$ cat src/rtl/secded_pkg.sv
package secded_pkg;
  localparam int DW = 32;
  localparam int CW = 7;
  localparam int NW = DW + CW;
  localparam int COLW = 3;
  localparam int VMAX = 1 << CW;

  function automatic int bit_weight(input logic [CW-1:0] v);
    int n;
    n = 0;
    for (int b = 0; b < CW; b++) n += int'(v[b]);
    return n;
  endfunction

  function automatic logic excluded(input logic [CW-1:0] v);
    return (v == 7'h07) || (v == 7'h38) || (v == 7'h61);
  endfunction

  function automatic logic [CW-1:0] column(input int idx);
    logic [CW-1:0] found;
    int k;
    found = '0;
    k = 0;
    if (idx >= DW) begin
      found = CW'(1) << (idx - DW);
    end else begin
      for (int v = 1; v < VMAX; v++) begin
        if (bit_weight(CW'(v)) == COLW && !excluded(CW'(v))) begin
          if (k == idx) found = CW'(v);
          k++;
        end
      end
    end
    return found;
  endfunction

  function automatic logic [DW-1:0] row_mask(input int row);
    logic [DW-1:0] m;
    for (int i = 0; i < DW; i++) begin
      logic [CW-1:0] c;
      c = column(i);
      m[i] = c[row];
    end
    return m;
  endfunction
endpackage

$ cat src/rtl/secded_enc.sv
module secded_enc
  import secded_pkg::*;
(
  input  logic [DW-1:0] data_i,
  output logic [CW-1:0] check_o
);
  for (genvar j = 0; j < CW; j++) begin : g_row
    localparam logic [DW-1:0] MASK = row_mask(j);
    assign check_o[j] = ^(data_i & MASK);
  end
endmodule

$ cat src/rtl/secded_syndrome.sv
module secded_syndrome
  import secded_pkg::*;
(
  input  logic [NW-1:0] code_i,
  output logic [CW-1:0] syn_o
);
  logic [CW-1:0] recomputed;

  secded_enc u_recalc (
    .data_i (code_i[DW-1:0]),
    .check_o(recomputed)
  );

  assign syn_o = recomputed ^ code_i[NW-1:DW];
endmodule

$ cat src/rtl/secded_locate.sv
module secded_locate
  import secded_pkg::*;
(
  input  logic [CW-1:0] syn_i,
  output logic [NW-1:0] match_o,
  output logic          single_o,
  output logic          multi_o
);
  for (genvar i = 0; i < NW; i++) begin : g_col
    localparam logic [CW-1:0] COL = column(i);
    assign match_o[i] = (syn_i == COL);
  end

  logic nonzero;
  assign nonzero  = |syn_i;
  assign single_o = nonzero & (|match_o);
  assign multi_o  = nonzero & ~(|match_o);
endmodule

$ cat src/rtl/secded_codec.sv
module secded_codec
  import secded_pkg::*;
(
  input  logic          clk,
  input  logic          rst_n,
  input  logic [DW-1:0] enc_data,
  output logic [NW-1:0] enc_code,
  input  logic          dec_valid_in,
  input  logic [NW-1:0] dec_code,
  output logic          dec_valid,
  output logic [DW-1:0] dec_data,
  output logic          dec_corrected,
  output logic          dec_uncorrectable
);
  logic [CW-1:0] enc_chk;
  logic [CW-1:0] syn_w;
  logic [NW-1:0] match_w;
  logic          single_w;
  logic          multi_w;
  logic [DW-1:0] fixed_w;

  secded_enc u_enc (
    .data_i (enc_data),
    .check_o(enc_chk)
  );
  assign enc_code = {enc_chk, enc_data};

  secded_syndrome u_syn (
    .code_i(dec_code),
    .syn_o (syn_w)
  );

  secded_locate u_loc (
    .syn_i   (syn_w),
    .match_o (match_w),
    .single_o(single_w),
    .multi_o (multi_w)
  );

  // Only data-position matches touch the data; a check-bit match flags only.
  assign fixed_w = dec_code[DW-1:0] ^ match_w[DW-1:0];

  always_ff @(posedge clk) begin
    if (!rst_n) begin
      dec_valid         <= 1'b0;
      dec_data          <= '0;
      dec_corrected     <= 1'b0;
      dec_uncorrectable <= 1'b0;
    end else begin
      dec_valid <= dec_valid_in;
      if (dec_valid_in) begin
        dec_data          <= fixed_w;
        dec_corrected     <= single_w;
        dec_uncorrectable <= multi_w;
      end else begin
        dec_corrected     <= 1'b0;
        dec_uncorrectable <= 1'b0;
      end
    end
  end
endmodule

$ cat config.mk
export PLATFORM = sky130hd
export DESIGN_NAME = secded_codec
export DESIGN_NICKNAME = d
export VERILOG_FILES = /design/src/rtl/secded_pkg.sv /design/src/rtl/secded_enc.sv /design/src/rtl/secded_syndrome.sv /design/src/rtl/secded_locate.sv /design/src/rtl/secded_codec.sv
export SDC_FILE = /design/constraint.sdc
export NUM_CORES = 1
export LEC_CHECK = 0
export BUFFER_PORTS_ARGS = -buffer_cell sky130_fd_sc_hd__buf_2
export CAP_MARGIN = 20
export CORE_AREA = 2 2 96 98
export DETAILED_ROUTE_END_ITERATION = 10
export DIE_AREA = 0 0 98 100
export HOLD_SLACK_MARGIN = 0.05
export PLACE_DENSITY = 0.8
export SETUP_SLACK_MARGIN = 0.02
export SLEW_MARGIN = 10
export SYNTH_ARGS = -nofsm -noshare
export SYNTH_HDL_FRONTEND = slang
export SYNTH_SLANG_ARGS = --single-unit
$ cat constraint.sdc
create_clock -name clk -period 6.05 [get_ports clk]
set_clock_uncertainty 0.2 [all_clocks]
set_input_delay 0.3025 -clock clk [delete_from_list [all_inputs] [get_ports clk]]
set_output_delay 0.3025 -clock clk [all_outputs]
set_load 0.02 [all_outputs]
# Word level (Yosys, flattened, before mapping)
# Index checks and enable logic that the tools add are counted.
dict set report word_totals {
  reg_bits 35
  word_cells 65
  out_inout_bits 74
}
dict set report op_classes {
  n_bitwise 5
  n_eq_ne 39
  n_reduce_logical 17
}
# operator n
set op_table {}
lappend op_table {{$reduce_xor A32 Y1} 14}
lappend op_table {{$eq A7 B7 Y1 const B} 15}
lappend op_table {{$eq A7 B6 Y1 const B} 10}
lappend op_table {{$eq A7 B5 Y1 const B} 7}
lappend op_table {{$reduce_or A39 Y1} 1}
lappend op_table {{$xor A32 B32 Y32} 1}
lappend op_table {{$eq A7 B4 Y1 const B} 4}
lappend op_table {{$eq A7 B1 Y1 const B} 1}
lappend op_table {{$eq A7 B2 Y1 const B} 1}
lappend op_table {{$eq A7 B3 Y1 const B} 1}
lappend op_table {{$reduce_or A7 Y1} 1}
lappend op_table {{$xor A7 B7 Y7} 1}
lappend op_table {{$and A1 B1 Y1} 2}
lappend op_table {{$reduce_and A2 Y1} 1}
lappend op_table {{$not A1 Y1} 1}

# Logic depth before layout (Yosys ltp)
dict set report logic_depth {
  depth_word 6
  depth_mapped 10
}

# Hierarchy
# Synthesis repeated with hierarchy kept, for this count alone.
dict set report hier_totals {
  cells_unflattened 426
  hier_area_um2 4060.1
}
# mod cells_each seq_area_each_um2 n_inst area_each_um2
set modules_own_cells {}
lappend modules_own_cells {secded_codec 176 700.7 1 1789.2}
lappend modules_own_cells {secded_enc 53 0.0 2 701.9}
lappend modules_own_cells {secded_locate 137 0.0 1 805.8}
lappend modules_own_cells {secded_syndrome 7 0.0 1 61.3}

# Worst setup path before layout
# No wires, ideal clock.
dict set report synth_timing {
  path_kind {input to register}
  start {in dec_code[21]}
  end {reg dec_data[2]}
  setup_ns 0.079
  slack_ns 3.150
  t_required_ns 5.771
  path_stages 8
  t_arrival_ns 2.621
  path_buffers 0
  cell_sequence {xnor3_1 xnor3_2 xnor2_4 xor2_4 nand2_2 or4_1 xor2_1 a211oi_2}
}
dict set report synth_between {
  elab_chain_len 4
  word_cells_on_any_way 6
}
# item line
set synth_rtl {}
lappend synth_rtl {{from (decl)} secded_codec.sv:9} ;# input logic [NW-1:0] dec_code,
lappend synth_rtl {{$reduce_xor A32 Y1} secded_enc.sv:9} ;# assign check_o[j] = ^(data_i & MASK);
lappend synth_rtl {{$xor A7 B7 Y7 (*)} secded_syndrome.sv:14} ;# assign syn_o = recomputed ^ code_i[NW-1:DW];
lappend synth_rtl {{$eq A7 B4 Y1 (*)} secded_locate.sv:11} ;# assign match_o[i] = (syn_i == COL);
lappend synth_rtl {{$xor A32 B32 Y32 (*)} secded_codec.sv:41} ;# assign fixed_w = dec_code[DW-1:0] ^ match_w[DW-1:0];
lappend synth_rtl {{to (signal assigned)} secded_codec.sv:52} ;# dec_data <= fixed_w;
lappend synth_rtl {{to (decl)} secded_codec.sv:11} ;# output logic [DW-1:0] dec_data,
# Mark *: on every way between the ends. The rest lies on a longest branch, timed or not.
# A chain may end at the register's enable or synchronous reset.

# Worst setup path in the final report
dict set report layout_timing {
  start {in dec_code[15]}
  end {reg dec_data[7]}
}
dict set report layout_between {
  elab_chain_len 4
  word_cells_on_any_way 6
}
# item line
set layout_rtl {}
lappend layout_rtl {{$reduce_xor A32 Y1} secded_enc.sv:9}
lappend layout_rtl {{$xor A7 B7 Y7 (*)} secded_syndrome.sv:14}
lappend layout_rtl {{$eq A7 B5 Y1 (*)} secded_locate.sv:11}
lappend layout_rtl {{$xor A32 B32 Y32 (*)} secded_codec.sv:41}
# Marks and branches as above.

==> flow_metrics.env <==
export IMPL_status="completed"
export IMPL_worst_setup_path_type="input pin to register"
export IMPL_drt_first_iter_violations=207
export IMPL_first_global_vias=3368
export IMPL_post_cts_buffers=0
export IMPL_synth_area_um2=3790
export IMPL_hp_start="rst_n"
export IMPL_cts_resized=0
export IMPL_std_cell_rows=35
export IMPL_numClockSinks=35
export IMPL_grt_max_degree=66
export IMPL_postPlaceCellArea_um2=4360
export IMPL_layout_nets=610
export IMPL_yosysWarnings=0
export IMPL_hold_slack_ps=89.6
export IMPL_dieArea_um2=9800
export IMPL_grt_antenna_before_repair=0
export IMPL_worstSetupEndpointType="register"
export IMPL_r2r_start="dec_data[7]"
export IMPL_clock_latency_ps=300
export IMPL_portBuffers=147
export IMPL_fin_crit_sh=0.519
export IMPL_layout_drive_gt1_share=0.304
export IMPL_dr_pass1_iters=5
export IMPL_grt_pass1_wl_um=16600
export IMPL_hold_path_class="input pin to register"
export IMPL_ys_async_sr_fraction=0
export IMPL_path_clk_slew_ps=80
export IMPL_syn_area_per_cell_um2=8.81
export IMPL_report_final_slew_viol_count=0
export IMPL_r2r_setup_slack_ps=4970
export IMPL_fill_cells=820
export IMPL_vias=3522
export IMPL_synth_edff_count=0
export IMPL_drcViolationCount=0
export IMPL_die_h_um=100
export IMPL_grt_ovfl_total=0
export IMPL_rsz0062_at_grt="false"
export IMPL_root_buffer="clkbuf_8"
export IMPL_max_vdd_ir_drop_v=0.000130
export IMPL_period_needed_ps=3140
export IMPL_cp_max_fo=12
export IMPL_grt_util_all_layers=0.208
export IMPL_syn_nets=504
export IMPL_fin_area_um2=4470
export IMPL_worst_pin_slew_ps=1050
export IMPL_start_util=0.426
export IMPL_syn_to_final_growth_pct=18.1
export IMPL_wl_per_cell_um=16.2
export IMPL_ys_seq_area_frac=0.185
export IMPL_synth_cell_types=49
export IMPL_die_w_um=98
export IMPL_place_congestion=0.890
export IMPL_vias_per_cell=5.44
export IMPL_fin_setup_tns_ps=0
export IMPL_hold_violations=0
export IMPL_setup_violations=0
export IMPL_pin_count=148
export IMPL_cp_start_kind="input pin"
export IMPL_place_hpwl_um=8510
export IMPL_syn_inst=430
export IMPL_p_per_area_nw_per_um2=366
export IMPL_relSlewSlack=0.299
export IMPL_cp_arrival_ps=3130
export IMPL_p_leak_nw=1.87
export IMPL_ant_nets=0
export IMPL_n_antenna_cell=0
export IMPL_critPathRequiredTime_ps=6040
export IMPL_synthFlopType="dfxtp_1"
export IMPL_timing_fmax_mhz=318
export IMPL_wl_um=10500
export IMPL_design_core_area_um2=8890
export IMPL_htreeDepth=2
export IMPL_cts_tree="done"
export IMPL_maxCapViolations=0
export IMPL_synth_seq_cells=35
export IMPL_cts_buffers=5
export IMPL_crit_start="dec_code[15]"
export IMPL_clock_path_buffers=2
export IMPL_cts_hold_buffers=0
flip-flops by register name, summed over array words and instances (netlist names):
| signal | flops |
|---|---|
| dec_valid | 1 |
| dec_uncorrectable | 1 |
| dec_corrected | 1 |
| dec_data | 32 |
stage by stage:
| stage | util | setup slack, ps | power, mW | instances |
|---|---|---|---|---|
| 2_1_floorplan | - | 3150 | 1.14 | 430 |
| 3_3_place_gp | 0.491 | 2730 | 1.40 | 640 |
| 3_5_place_dp | 0.491 | 2630 | 1.41 | 640 |
| 4_1_cts | 0.503 | 2930 | 1.62 | 648 |
| 5_1_grt | 0.503 | 2740 | 1.74 | 648 |
| 6_report | 0.503 | 2910 | 1.64 | 648 |
per-layer routing:
metal / share of wire / vias up / GRT usage
met2: 0.51 / 173 / 0.386
li1: - / 1677 / -
met1: 0.39 / 1651 / 0.241
met5: 0 / - / 0
met4: 0.027 / 0 / 0.0769
met3: 0.077 / 21 / 0.0320
final timing paths:
kind                                     end  depth (start not counted)
worst min-delay path               dec_valid                          2
worst max register to register   dec_data[7]                          2
worst min register to register  dec_data[12]                          2
worst max-delay path             dec_data[7]                          8
worst max-delay path, stage by stage:
cell      delay, ps
buf_2           140
xor2_1          260
xnor3_1         460
xor3_1          560
nand2b_1        400
nand2b_1        320
or3_1           370
a311oi_1        310
logic make-up (layout without fill, tap and decap cells):
logic type                Yosys count  after routing  share of synthesized area
AOI/OAI and AO/OA                  71             71                      0.133
DFF                                35             35                      0.185
xor gates and xnor gates          156            156                      0.446
buffers and inverters              49            156                     0.0806
muxes                               1              1                    0.00264
and+or+nand+nor                   118            118                      0.153
cell usage after synthesis, types with 2 or more instances:
cell / instances / area share
a211oi_1: 18 / 0.036
a21oi_1: 3 / 0.0040
a311oi_1: 13 / 0.030
and2_1: 3 / 0.0050
and3_1: 2 / 0.0033
buf_4: 32 / 0.063
clkbuf_1: 15 / 0.015
dfxtp_1: 35 / 0.18
nand2_1: 17 / 0.017
nand2b_1: 5 / 0.0083
nand3_1: 5 / 0.0066
nor2_1: 44 / 0.044
nor2b_1: 2 / 0.0033
nor3_1: 16 / 0.021
nor3b_1: 3 / 0.0059
o211ai_1: 3 / 0.0059
o21a_1: 3 / 0.0059
o21ai_0: 19 / 0.025
o32ai_1: 2 / 0.0046
or3_1: 13 / 0.021
xnor2_1: 110 / 0.25
xnor3_1: 17 / 0.10
xor2_1: 23 / 0.053
xor3_1: 2 / 0.013
layout make-up:
cell class | count | area [µm²] | share of cell area
clock buffers | 5 | 68.8 | 0.0154
clock inverters | 3 | 43.8 | 0.00979
inverters | 1 | 3.75 | 0.000839
multi-input cells | 346 | 2780 | 0.622
flip-flops and latches | 35 | 701 | 0.157
well taps | 111 | 139 | 0.0310
repair buffers | 147 | 736 | 0.164
cell usage in the layout, fill, tap and decap left out, types with 2 or more instances in the layout:
cell / n
buf_2: 147
xnor2_1: 110
nor2_1: 44
dfxtp_1: 35
xor2_1: 23
o21ai_0: 19
a211oi_1: 18
xnor3_1: 17
nand2_1: 17
nor3_1: 16
or3_1: 13
a311oi_1: 13
nand2b_1: 5
nand3_1: 5
clkbuf_8: 5
nor3b_1: 3
and2_1: 3
a21oi_1: 3
o21a_1: 3
o211ai_1: 3
xor3_1: 2
nor2b_1: 2
and3_1: 2
o32ai_1: 2
power by group:
part / switching, mW / total [mW] / internal, mW / leakage, nW
clock network: 0.0941 / 0.217 / 0.123 / 0.0581
registers: 0.0101 / 0.262 / 0.252 / 0.291
logic: 0.720 / 1.16 / 0.440 / 1.52
total: 0.825 / 1.64 / 0.815 / 1.87
No activity file was read; power rests on OpenSTA's default activity.
